--- config.mk ---
export PLATFORM = sky130hd
export DESIGN_NAME = csd_scan_recoder
export DESIGN_NICKNAME = d
export VERILOG_FILES = /design/src/rtl/csd_recoder_pkg.sv /design/src/rtl/csd_half_lookahead.sv /design/src/rtl/csd_scan_segment.sv /design/src/rtl/csd_scan_recoder.sv
export SDC_FILE = /design/constraint.sdc
export NUM_CORES = 1
export LEC_CHECK = 0
export BUFFER_PORTS_ARGS = -buffer_cell sky130_fd_sc_hd__buf_4
export CORE_UTILIZATION = 51
export DETAILED_ROUTE_END_ITERATION = 8
export GPL_TIMING_DRIVEN = 0
export PLACE_DENSITY = 0.76
export SLEW_MARGIN = 20
export SYNTH_ARGS = -nofsm -noshare
export SYNTH_HDL_FRONTEND = slang
export SYNTH_SLANG_ARGS = --single-unit
export TNS_END_PERCENT = 1
--- constraint.sdc ---
create_clock -name clk -period 1.5 [get_ports clk]
set_input_delay 0.225 -clock clk [delete_from_list [all_inputs] [get_ports clk]]
set_output_delay 0.225 -clock clk [all_outputs]
set_load 0.02 [all_outputs]
--- src/rtl/csd_recoder_pkg.sv ---
// Package: shared digit coding for the canonical signed digit recoder.
// Assumes a digit is carried as {sign, magnitude} on two separate vectors.
package csd_recoder_pkg;

    // Digit codes {sign, magnitude}; 2'b10 is never produced.
    localparam logic [1:0] DIGIT_ZERO = 2'b00;
    localparam logic [1:0] DIGIT_PLUS = 2'b01;
    localparam logic [1:0] DIGIT_MINUS = 2'b11;

    // Registers spent per digit: two capture registers, two digit registers.
    localparam int REGS_PER_DIGIT = 4;

endpackage

--- src/rtl/csd_half_lookahead.sv ---
// Module: csd_half_lookahead
// Forms the recoding carry into the upper half-word straight from the
// lower operand bits. It does not wait for the ripple through the lower
// segments. In the recurrence, a pair of equal neighbouring bits fixes the
// carry to their value, and a pair of unequal bits passes the lower carry
// through. So the carry is the value of the highest equal pair, or the
// chain's base carry of 0 if there is none.
// Assumes: x_span holds operand bits 0..LOW_DIGITS; normal mode only.
module csd_half_lookahead #(
    parameter int LOW_DIGITS = 4
) (
    input  logic [LOW_DIGITS:0] x_span,
    output logic                carry_half
);

    // Pick the value of the highest bit pair that generates or kills.
    always_comb begin
        carry_half = 1'b0;
        for (int j = 0; j < LOW_DIGITS; j++) begin
            if (x_span[j] == x_span[j+1]) begin
                carry_half = x_span[j];
            end
        end
    end

endmodule

--- src/rtl/csd_scan_segment.sv ---
// Module: csd_scan_segment
// One slice of SEG_DIGITS digits, which is also one scan path. Stage one
// captures (carry, operand bit) per digit. Stage two turns these into
// (magnitude, sign). In front of every register a 2:1 multiplexer picks
// either the captured value or its neighbour in the chain. The carry
// multiplexer at the bottom of the segment is also the serial entry.
// Assumes: carry_in is the normal-mode carry into the lowest digit. When
// IS_TOP is set, the carry above the top digit equals its own operand bit
// (sign extension), and c_above_q is then unused.
module csd_scan_segment #(
    parameter int SEG_DIGITS = 4,
    parameter bit IS_TOP     = 1'b0
) (
    input  logic                  clk,
    input  logic                  rst_n,
    input  logic                  test_en,
    input  logic                  scan_in,
    input  logic [SEG_DIGITS-1:0] x_in,
    input  logic                  x_above,
    input  logic                  carry_in,
    input  logic                  c_above_q,
    output logic [SEG_DIGITS-1:0] digit_sign,
    output logic [SEG_DIGITS-1:0] digit_mag,
    output logic                  carry_out,
    output logic                  c_base_q,
    output logic                  scan_out
);
    import csd_recoder_pkg::*;

    localparam int CHAIN_LEN = REGS_PER_DIGIT * SEG_DIGITS;
    localparam int DIG_BASE  = 2 * SEG_DIGITS;

    logic [SEG_DIGITS:0]  carry;
    logic [CHAIN_LEN-1:0] chain_q;
    logic [CHAIN_LEN-1:0] capture_d;
    logic [CHAIN_LEN-1:0] chain_d;

    // Carry entry: the serial bit while shifting, the chain carry otherwise.
    assign carry[0] = test_en ? scan_in : carry_in;

    for (genvar j = 0; j < SEG_DIGITS; j++) begin : g_digit
        logic x_next;
        logic c_next_q;
        logic mag_now;

        if (j == SEG_DIGITS - 1) begin : g_edge
            assign x_next = x_above;
            if (IS_TOP) begin : g_sign_ext
                assign c_next_q = chain_q[2*j+1];
            end else begin : g_link
                assign c_next_q = c_above_q;
            end
        end else begin : g_inner
            assign x_next   = x_in[j+1];
            assign c_next_q = chain_q[2*j+2];
        end

        // Ripple carry: majority of this bit, the next bit and this carry.
        assign carry[j+1] = (x_in[j] & x_next) | (x_in[j] & carry[j])
                          | (x_next & carry[j]);

        // A digit is nonzero when exactly one of bit and carry is set.
        assign mag_now = chain_q[2*j] ^ chain_q[2*j+1];

        assign capture_d[2*j]              = carry[j];
        assign capture_d[2*j+1]            = x_in[j];
        assign capture_d[DIG_BASE+2*j]     = mag_now;
        assign capture_d[DIG_BASE+2*j+1]   = mag_now & c_next_q;

        assign digit_mag[j]  = chain_q[DIG_BASE+2*j];
        assign digit_sign[j] = chain_q[DIG_BASE+2*j+1];
    end

    // Scan multiplexer ahead of every register; position 0 is the carry entry.
    assign chain_d = test_en ? {chain_q[CHAIN_LEN-2:0], carry[0]} : capture_d;

    // Both pipeline stages and the scan path in one register vector.
    always_ff @(posedge clk) begin
        if (!rst_n) begin
            chain_q <= '0;
        end else begin
            chain_q <= chain_d;
        end
    end

    assign carry_out = carry[SEG_DIGITS];
    assign c_base_q  = chain_q[0];
    assign scan_out  = chain_q[CHAIN_LEN-1];

    // while shifting, the first register takes the serial input bit.
    assert_scan_entry_R6: assert property (@(posedge clk) disable iff (!rst_n)
        test_en |=> (chain_q[0] == $past(scan_in)));

endmodule

--- src/rtl/csd_scan_recoder.sv ---
// Module: csd_scan_recoder (top)
// Recodes a WIDTH-bit two's complement operand into WIDTH signed digits over
// two register stages. NUM_PATHS segments form independent scan paths. The
// carry into the bottom segment is tied low in normal mode. The segment at
// the half-word boundary takes its carry from the look-ahead generator, and
// every other segment takes the ripple from the segment below.
// Assumes: NUM_PATHS is even and divides WIDTH, and WIDTH >= 2.
module csd_scan_recoder #(
    parameter int WIDTH     = 8,
    parameter int NUM_PATHS = 2
) (
    input  logic                 clk,
    input  logic                 rst_n,
    input  logic [WIDTH-1:0]     operand,
    input  logic                 test_en,
    input  logic [NUM_PATHS-1:0] scan_in,
    output logic [WIDTH-1:0]     digit_sign,
    output logic [WIDTH-1:0]     digit_mag,
    output logic [NUM_PATHS-1:0] scan_out
);

    localparam int SEG       = WIDTH / NUM_PATHS;
    localparam int HALF      = WIDTH / 2;
    localparam int HALF_PATH = NUM_PATHS / 2;

    logic                 la_carry;
    logic [NUM_PATHS-1:0] carry_into;
    logic [NUM_PATHS-1:0] carry_out;
    logic [NUM_PATHS-1:0] c_base_q;
    logic [1:0]           normal_age_q;

    csd_half_lookahead #(
        .LOW_DIGITS (HALF)
    ) i_lookahead (
        .x_span     (operand[HALF:0]),
        .carry_half (la_carry)
    );

    for (genvar p = 0; p < NUM_PATHS; p++) begin : g_path
        logic x_above;
        logic c_above_q;

        if (p == 0) begin : g_base
            assign carry_into[p] = 1'b0;
        end else if (p == HALF_PATH) begin : g_half
            assign carry_into[p] = la_carry;
        end else begin : g_ripple
            assign carry_into[p] = carry_out[p-1];
        end

        if (p == NUM_PATHS - 1) begin : g_last
            assign x_above   = operand[WIDTH-1];
            assign c_above_q = 1'b0;
        end else begin : g_mid
            assign x_above   = operand[(p+1)*SEG];
            assign c_above_q = c_base_q[p+1];
        end

        csd_scan_segment #(
            .SEG_DIGITS (SEG),
            .IS_TOP     (p == NUM_PATHS - 1)
        ) i_segment (
            .clk        (clk),
            .rst_n      (rst_n),
            .test_en    (test_en),
            .scan_in    (scan_in[p]),
            .x_in       (operand[p*SEG +: SEG]),
            .x_above    (x_above),
            .carry_in   (carry_into[p]),
            .c_above_q  (c_above_q),
            .digit_sign (digit_sign[p*SEG +: SEG]),
            .digit_mag  (digit_mag[p*SEG +: SEG]),
            .carry_out  (carry_out[p]),
            .c_base_q   (c_base_q[p]),
            .scan_out   (scan_out[p])
        );
    end

    // Counts normal edges since the last shift (saturating at 2), for checks.
    always_ff @(posedge clk) begin
        if (!rst_n) begin
            normal_age_q <= 2'd0;
        end else if (test_en) begin
            normal_age_q <= 2'd0;
        end else if (normal_age_q != 2'd2) begin
            normal_age_q <= normal_age_q + 2'd1;
        end
    end

    // the illegal code {1,0} never reaches a digit output.
    assert_code_legal_R2: assert property (@(posedge clk) disable iff (!rst_n)
        (normal_age_q == 2'd2) |-> ((digit_sign & ~digit_mag) == '0));

    // neighbouring digits are never both nonzero.
    assert_nonadjacent_R3: assert property (@(posedge clk) disable iff (!rst_n)
        (normal_age_q == 2'd2) |-> ((digit_mag & (digit_mag >> 1)) == '0));

    // the base carry register captures zero on every normal edge.
    assert_base_carry_R9: assert property (@(posedge clk) disable iff (!rst_n)
        !test_en |=> (c_base_q[0] == 1'b0));

    // look-ahead carry agrees with the ripple out of the lower half.
    assert_lookahead_R10: assert property (@(posedge clk) disable iff (!rst_n)
        !test_en |-> (la_carry == carry_out[HALF_PATH-1]));

    // the carry past the top digit equals the sign bit.
    assert_top_carry_R4: assert property (@(posedge clk) disable iff (!rst_n)
        !test_en |-> (carry_out[NUM_PATHS-1] == operand[WIDTH-1]));

endmodule

==> run metrics, run 1 <==
routed len/inst=12.84 um; largest net degree at the start of global routing=11; Antenna Cells=0; setup tns final=0 ns; max_slew headroom=0.7028; die outline width=57.56 um; Final Cycle Share=0.7832; cells after synthesis=186; fin crit period=1.175 ns; CTS tree=built; clock slew at reported path FFs=around 0.10 ns; top cells by area, synth=dfxtp_1 (41%), nand2_1 (9.5%), buf_4 (9.1%); failing checks=DRC; Synth Cell Area=1574 um^2; fmax=roughly 850 MHz; crit path max fanout=5; Initial Util=0.5564; max_cap viols=0; CTS root buf=clkbuf_4; WP data arrival=1.39 ns; PostCTS Resize Cnt=0; Synthesized Nets=roughly 200; clk_lat worst skew=0.33 ns; cell taking the most area after synthesis=dfxtp_1; slew at the pin closest to its max-slew limit=0.4459 ns; setup violators final=0; Boundary Pins=31; part of the Yosys area used for sequential elements=0.4070; Required @ worst endpoint=between 1.5 and 2 ns; Mean Syn Cell Area=8.462 um^2; post-DR vias/cell=~5.2; FILL cells=239; Die Ht=about 58 um; share of the synthesized area in the top cell type=0.4070; input/output buffers=30; pwr dens=roughly 940 nW/um^2; most frequent cell after synthesis=nand2_1; final net count=239; post-CTS setup buffers=0; Worst setup SP type=input port; routed via count=1322; status=finished with violations; VDD IR max=0.6339 mV; main flop type after synthesis=dfxtp_1; all-layer global routing usage=0.2257; post-layout util=0.6727; static leakage=0.8852 nW; CP endpoint kind=register; hold buffers post-CTS=0; # rows=19; GRT overflow=0; placed cells=247; Place WS=-0.01510 ns; CTS Sinks=32; Detailed Routing Iterations Pass 1=6; Post-synth top cells=nand2_1 (40), dfxtp_1 (32), buf_4 (19); Worst Skew=0.005405 ns; DR DRC count=3; final instance area=1903 um^2; Post-synth EDFFs=0; GRT met1 Usage=0.2758; CTS Buf Count=5; routability cong.=around 0.82; share of flip-flops with an asynchronous set or reset=0; FF/Latch Area=640.6 um^2; DP Wirelength=2.324 mm; hold slack=0.1356 ns; top flop regs=g_path.i_segment.chain_q (32); Fin. Hold Viols=0; htree depth=2; post-route insts no fill=around 250; layout cells sized above 1=0.2915; Iter 0 DRT Violations=45; CORE AREA=2829 um^2; CTS max path bufs=2; Most Crowded Layer GR=met2; global-route wire length before repair=5.644 mm; full die area=3313 um^2; Slew Viols, Final=0; antenna violations before repair=0; Layout area overhead=20.91%; met2 Track Usage GR=0.3754; vias in the first global route=1249; wirelength, routed=3.262 mm; placed cell areas=1838 um^2; final worst slack=0.3252 ns; Global Route met3 Usage=0.06122; area of the multi-input gates=740.7 um^2; Overall Power=1.797 mW; post-synth cell types=32; number of flip-flops in the largest register=32; unrepaired setup endpoints after global routing=false; yosys warns=0; Biggest register=g_path.i_segment.chain_q; Antenna Violating Nets Remaining=0; #FFs+latches synth=32; Hold/Removal Path Class=in2reg; Crit Path Category=in2reg
final timing paths:
check	from	endpoint	slack (ns)	cells past startpoint
max	operand[1]	g_path[1].i_segment.chain_q[4]	0.33	6
min	scan_in[0]	g_path[0].i_segment.chain_q[0]	0.14	2
max reg2reg	g_path[1].i_segment.chain_q[6]	g_path[1].i_segment.chain_q[14]	0.50	4
min reg2reg	g_path[0].i_segment.chain_q[13]	g_path[0].i_segment.chain_q[14]	0.48	2
critical path, stage by stage:
cell,delay (ns)
buf_4,0.13
ha_1,0.26
nor2b_1,0.26
o211ai_2,0.15
a32oi_1,0.23
a22oi_1,0.12
metal layers:
| metal | part of all wire | vias up | wire length (um) |
|---|---|---|---|
| met5 | 0 | - | 0 |
| li1 | - | 670 | - |
| met3 | 0.046 | 7 | 149 |
| met4 | 0.016 | 0 | 51 |
| met2 | 0.51 | 36 | 1664 |
| met1 | 0.43 | 609 | 1397 |
report_power, final:
part | switching (mW) | leakage [nW] | internal, mW | total, mW
clock | 0.288 | 0.0374 | 0.266 | 0.554
sequential | 0.0318 | 0.262 | 0.896 | 0.928
combinational | 0.164 | 0.586 | 0.151 | 0.316
total | 0.484 | 0.885 | 1.31 | 1.80
logic make-up (layout without fill, tap and decap cells):
group,Yosys count,after routing,synth area share
flip-flops,32,32,0.4070
buffers and inverters,29,66,0.1224
XOR/XNOR,7,7,0.03895
AO/OA/AOI/OAI,35,35,0.1423
multiplexers,8,8,0.05088
adder cells (fa/ha/maj),3,3,0.02385
AND/OR/NAND/NOR,72,72,0.2146
layout by cell type, fill, tap and decap left out, types with 2 or more instances in the layout:
master | Yosys | layout
and3_1 | 2 | 2
and2_1 | 10 | 10
nand3_1 | 2 | 2
dfxtp_1 | 32 | 32
clkbuf_4 | 0 | 5
nor2b_1 | 9 | 9
nand2_1 | 40 | 40
nor2_1 | 3 | 3
o21ai_1 | 3 | 3
ha_1 | 3 | 3
a31oi_1 | 2 | 2
nand2b_1 | 2 | 2
buf_4 | 19 | 49
clkbuf_1 | 3 | 3
xor2_1 | 7 | 7
a21oi_1 | 2 | 2
a21boi_0 | 8 | 8
clkbuf_8 | 0 | 2
nor3_1 | 2 | 2
mux2i_1 | 8 | 8
buf_2 | 4 | 4
o21ai_0 | 13 | 13
final cells by class:
class                   instances  share of cell area
multi-input cells             125              0.3892
flip-flops and latches         32              0.3366
repair buffers                 30              0.1183
plain buffers                  27             0.09730
clock buffers                   7             0.03419
well taps                      31             0.02038
inverters                       2            0.003945
Power figures use the tool's default switching activity.
==> inputs of run 2 (changes only) <==
==> constraint.sdc (replaced) <==
create_clock -name clk -period 1.15 [get_ports clk]
set_input_delay 0.1725 -clock clk [delete_from_list [all_inputs] [get_ports clk]]
set_output_delay 0.1725 -clock clk [all_outputs]
set_load 0.02 [all_outputs]
==> run 2 against run 1 <==
The flow still finishes with violations (DRC). Setup slack got worse by 0.29 ns. Power up 44%. Sequential share of layout area fell by 0.57 points. Largest power group unchanged.
==> run metrics, run 2 (synthesis results as in run 1) <==
Required @ worst endpoint=0.98 ns (was 1.72 ns); full die area=3313 um^2 (unchanged); CTS Sinks=32 (unchanged); Iter 0 DRT Violations=43 (was 45); vias in the first global route=1290 (was 1249); wirelength, routed=3.290 mm (was 3.262 mm); die outline width=57.56 um (unchanged); routability cong.=0.8107 (was 0.8170); CTS root buf=clkbuf_4 (unchanged); input/output buffers=30 (unchanged); DR DRC count=4 (was 3); commonest non-fill, non-tap cell in the layout=buf_4 (unchanged); static leakage=0.9004 nW (was 0.8852 nW); Initial Util=0.5564 (unchanged); Crit-path slowest cell=dfxtp_1 (was ha_1); global-route wire length before repair=5.796 mm (was 5.644 mm); DP Wirelength=2.359 mm (was 2.324 mm); Crit path max-delay family=flip-flops (was compound AO/OA/AOI/OAI gates); layout cells sized above 1=0.2991 (was 0.2915); fmax=896.5 MHz; clk_lat worst skew=0.34 ns (was 0.33 ns); post-CTS setup buffers=0 (unchanged); Worst setup SP type=register (was input port); PostCTS Resize Cnt=0 (unchanged); Antenna Violating Nets Remaining=0 (unchanged); max_cap viols=0 (unchanged); GRT overflow=0 (unchanged); Fin. Hold Viols=0 (unchanged); Most Crowded Layer GR=met2 (unchanged); Detailed Routing Iterations Pass 1=7 (was 6); post-DR vias/cell=5.290 (was 5.205); setup violators final=0 (unchanged); number of flip-flops in the largest register=32 (unchanged); Slew Viols, Final=0 (unchanged); VDD IR max=0.9348 mV (was 0.6339 mV); Final Cycle Share=0.9700; max_slew headroom=0.7049 (was 0.7028); largest net degree at the start of global routing=11 (unchanged); CTS Buf Count=5 (unchanged); Worst Skew=0.009059 ns (was 0.005405 ns); WP data arrival=0.94 ns (was 1.39 ns); CP cell instances=buf_4 > buf_4 (was buf_4 > ha_1 > nor2b_1 > o211ai_2 > a32oi_1 > a22oi_1); slew at the pin closest to its max-slew limit=0.4427 ns (was 0.4459 ns); Crit Path Category=reg2out (was in2reg); routed len/inst=12.90 um (was 12.84 um); Overall Power=2.593 mW (was 1.797 mW); crit path buf inv count=2 (was 1); failing checks=DRC (unchanged); Boundary Pins=31 (unchanged); Die Ht=57.56 um (unchanged); cell repeated most along the worst path=buf_4; setup tns final=0 ns (unchanged); clock slew at reported path FFs=0.10 ns (about the same); CP endpoint kind=output pin (was register); hold buffers post-CTS=0 (unchanged); Critical Path Max Stage Delay=0.33 ns (was 0.26 ns); fin crit period=about 1.1 ns; final instance area=1936 um^2 (was 1903 um^2); unrepaired setup endpoints after global routing=false (unchanged); antenna violations before repair=0 (unchanged); Hold/Removal Path Class=in2reg (unchanged); Antenna Cells=0 (unchanged); routed via count=1349 (was 1322); top flop regs=g_path.i_segment.chain_q (32) (unchanged); most frequent cells in the layout=buf_4 (49), nand2_1 (40), dfxtp_1 (32) (unchanged); final net count=239 (unchanged); all-layer global routing usage=0.2354 (was 0.2257); # rows=19 (unchanged); Layout area overhead=22.97% (was 20.91%); htree depth=2 (unchanged); CTS tree=built (unchanged); met2 Track Usage GR=0.3821 (was 0.3754); placed cell areas=1841 um^2 (was 1838 um^2); crit path max fanout=2 (was 5); pwr dens=1340 nW/um^2 (was 944.4 nW/um^2); CTS max path bufs=2 (unchanged); Global Route met3 Usage=0.06576 (was 0.06122); CORE AREA=2829 um^2 (unchanged); status=finished with violations (unchanged); Biggest register=g_path.i_segment.chain_q (unchanged); GRT met1 Usage=0.2853 (was 0.2758)
-- run 2: where the power goes --
group / total, mW / internal [mW] / switching (mW)
sequential: 1.21 / 1.17 / 0.0418
combinational: 0.414 / 0.199 / 0.214
clock: 0.969 / 0.577 / 0.392
-- run 2: worst paths after layout --
check / startpoint / to / slack, ns / depth (start not counted)
setup / recovery: g_path[1].i_segment.chain_q[11] / digit_sign[5] / 0.03 / 2
hold reg to reg: g_path[0].i_segment.chain_q[13] / g_path[0].i_segment.chain_q[14] / 0.48 / 2
setup reg to reg: g_path[1].i_segment.chain_q[6] / g_path[1].i_segment.chain_q[14] / 0.12 / 4
hold / removal: scan_in[0] / g_path[0].i_segment.chain_q[0] / 0.07 / 2
-- run 2: final cells by class --
class / instances / area, um^2
clock buffer: 7 / 65.06
fill: 248 / 893.4
clock inverter: 1 / 30.03
inverter: 2 / 7.507
timing repair buffer: 30 / 225.2
buffer: 27 / 185.2
tap: 31 / 38.79
multi-input combinational: 125 / 743.2
sequential: 32 / 640.6
-- run 2: metal layers --
layer | vias up | wire [um] | part of all wire
li1 | 676 | - | -
met5 | - | 0 | 0
met3 | 9 | 199 | 0.060
met2 | 44 | 1603 | 0.49
met4 | 0 | 89 | 0.027
met1 | 620 | 1398 | 0.42
-- run 2: stage by stage --
stage	utilization	hold WS [ns]	std cells	setup slack, ns
floorplan	-	0.3152	186	0.03643
global placement	0.6506	0.4229	247	-0.1967
detailed placement	0.6506	0.4180	247	-0.2023
CTS	0.6842	0.06916	255	0.02288
global route	0.6842	0.08482	255	0.0008088
finish	0.6842	0.07408	255	0.03451
-- run 2: worst register-to-register path: stages, from the launching register on --
cell	delay, ns
dfxtp_1	0.37
inv_1	0.06
ha_1	0.29
o21ai_0	0.12
and2_1	0.13
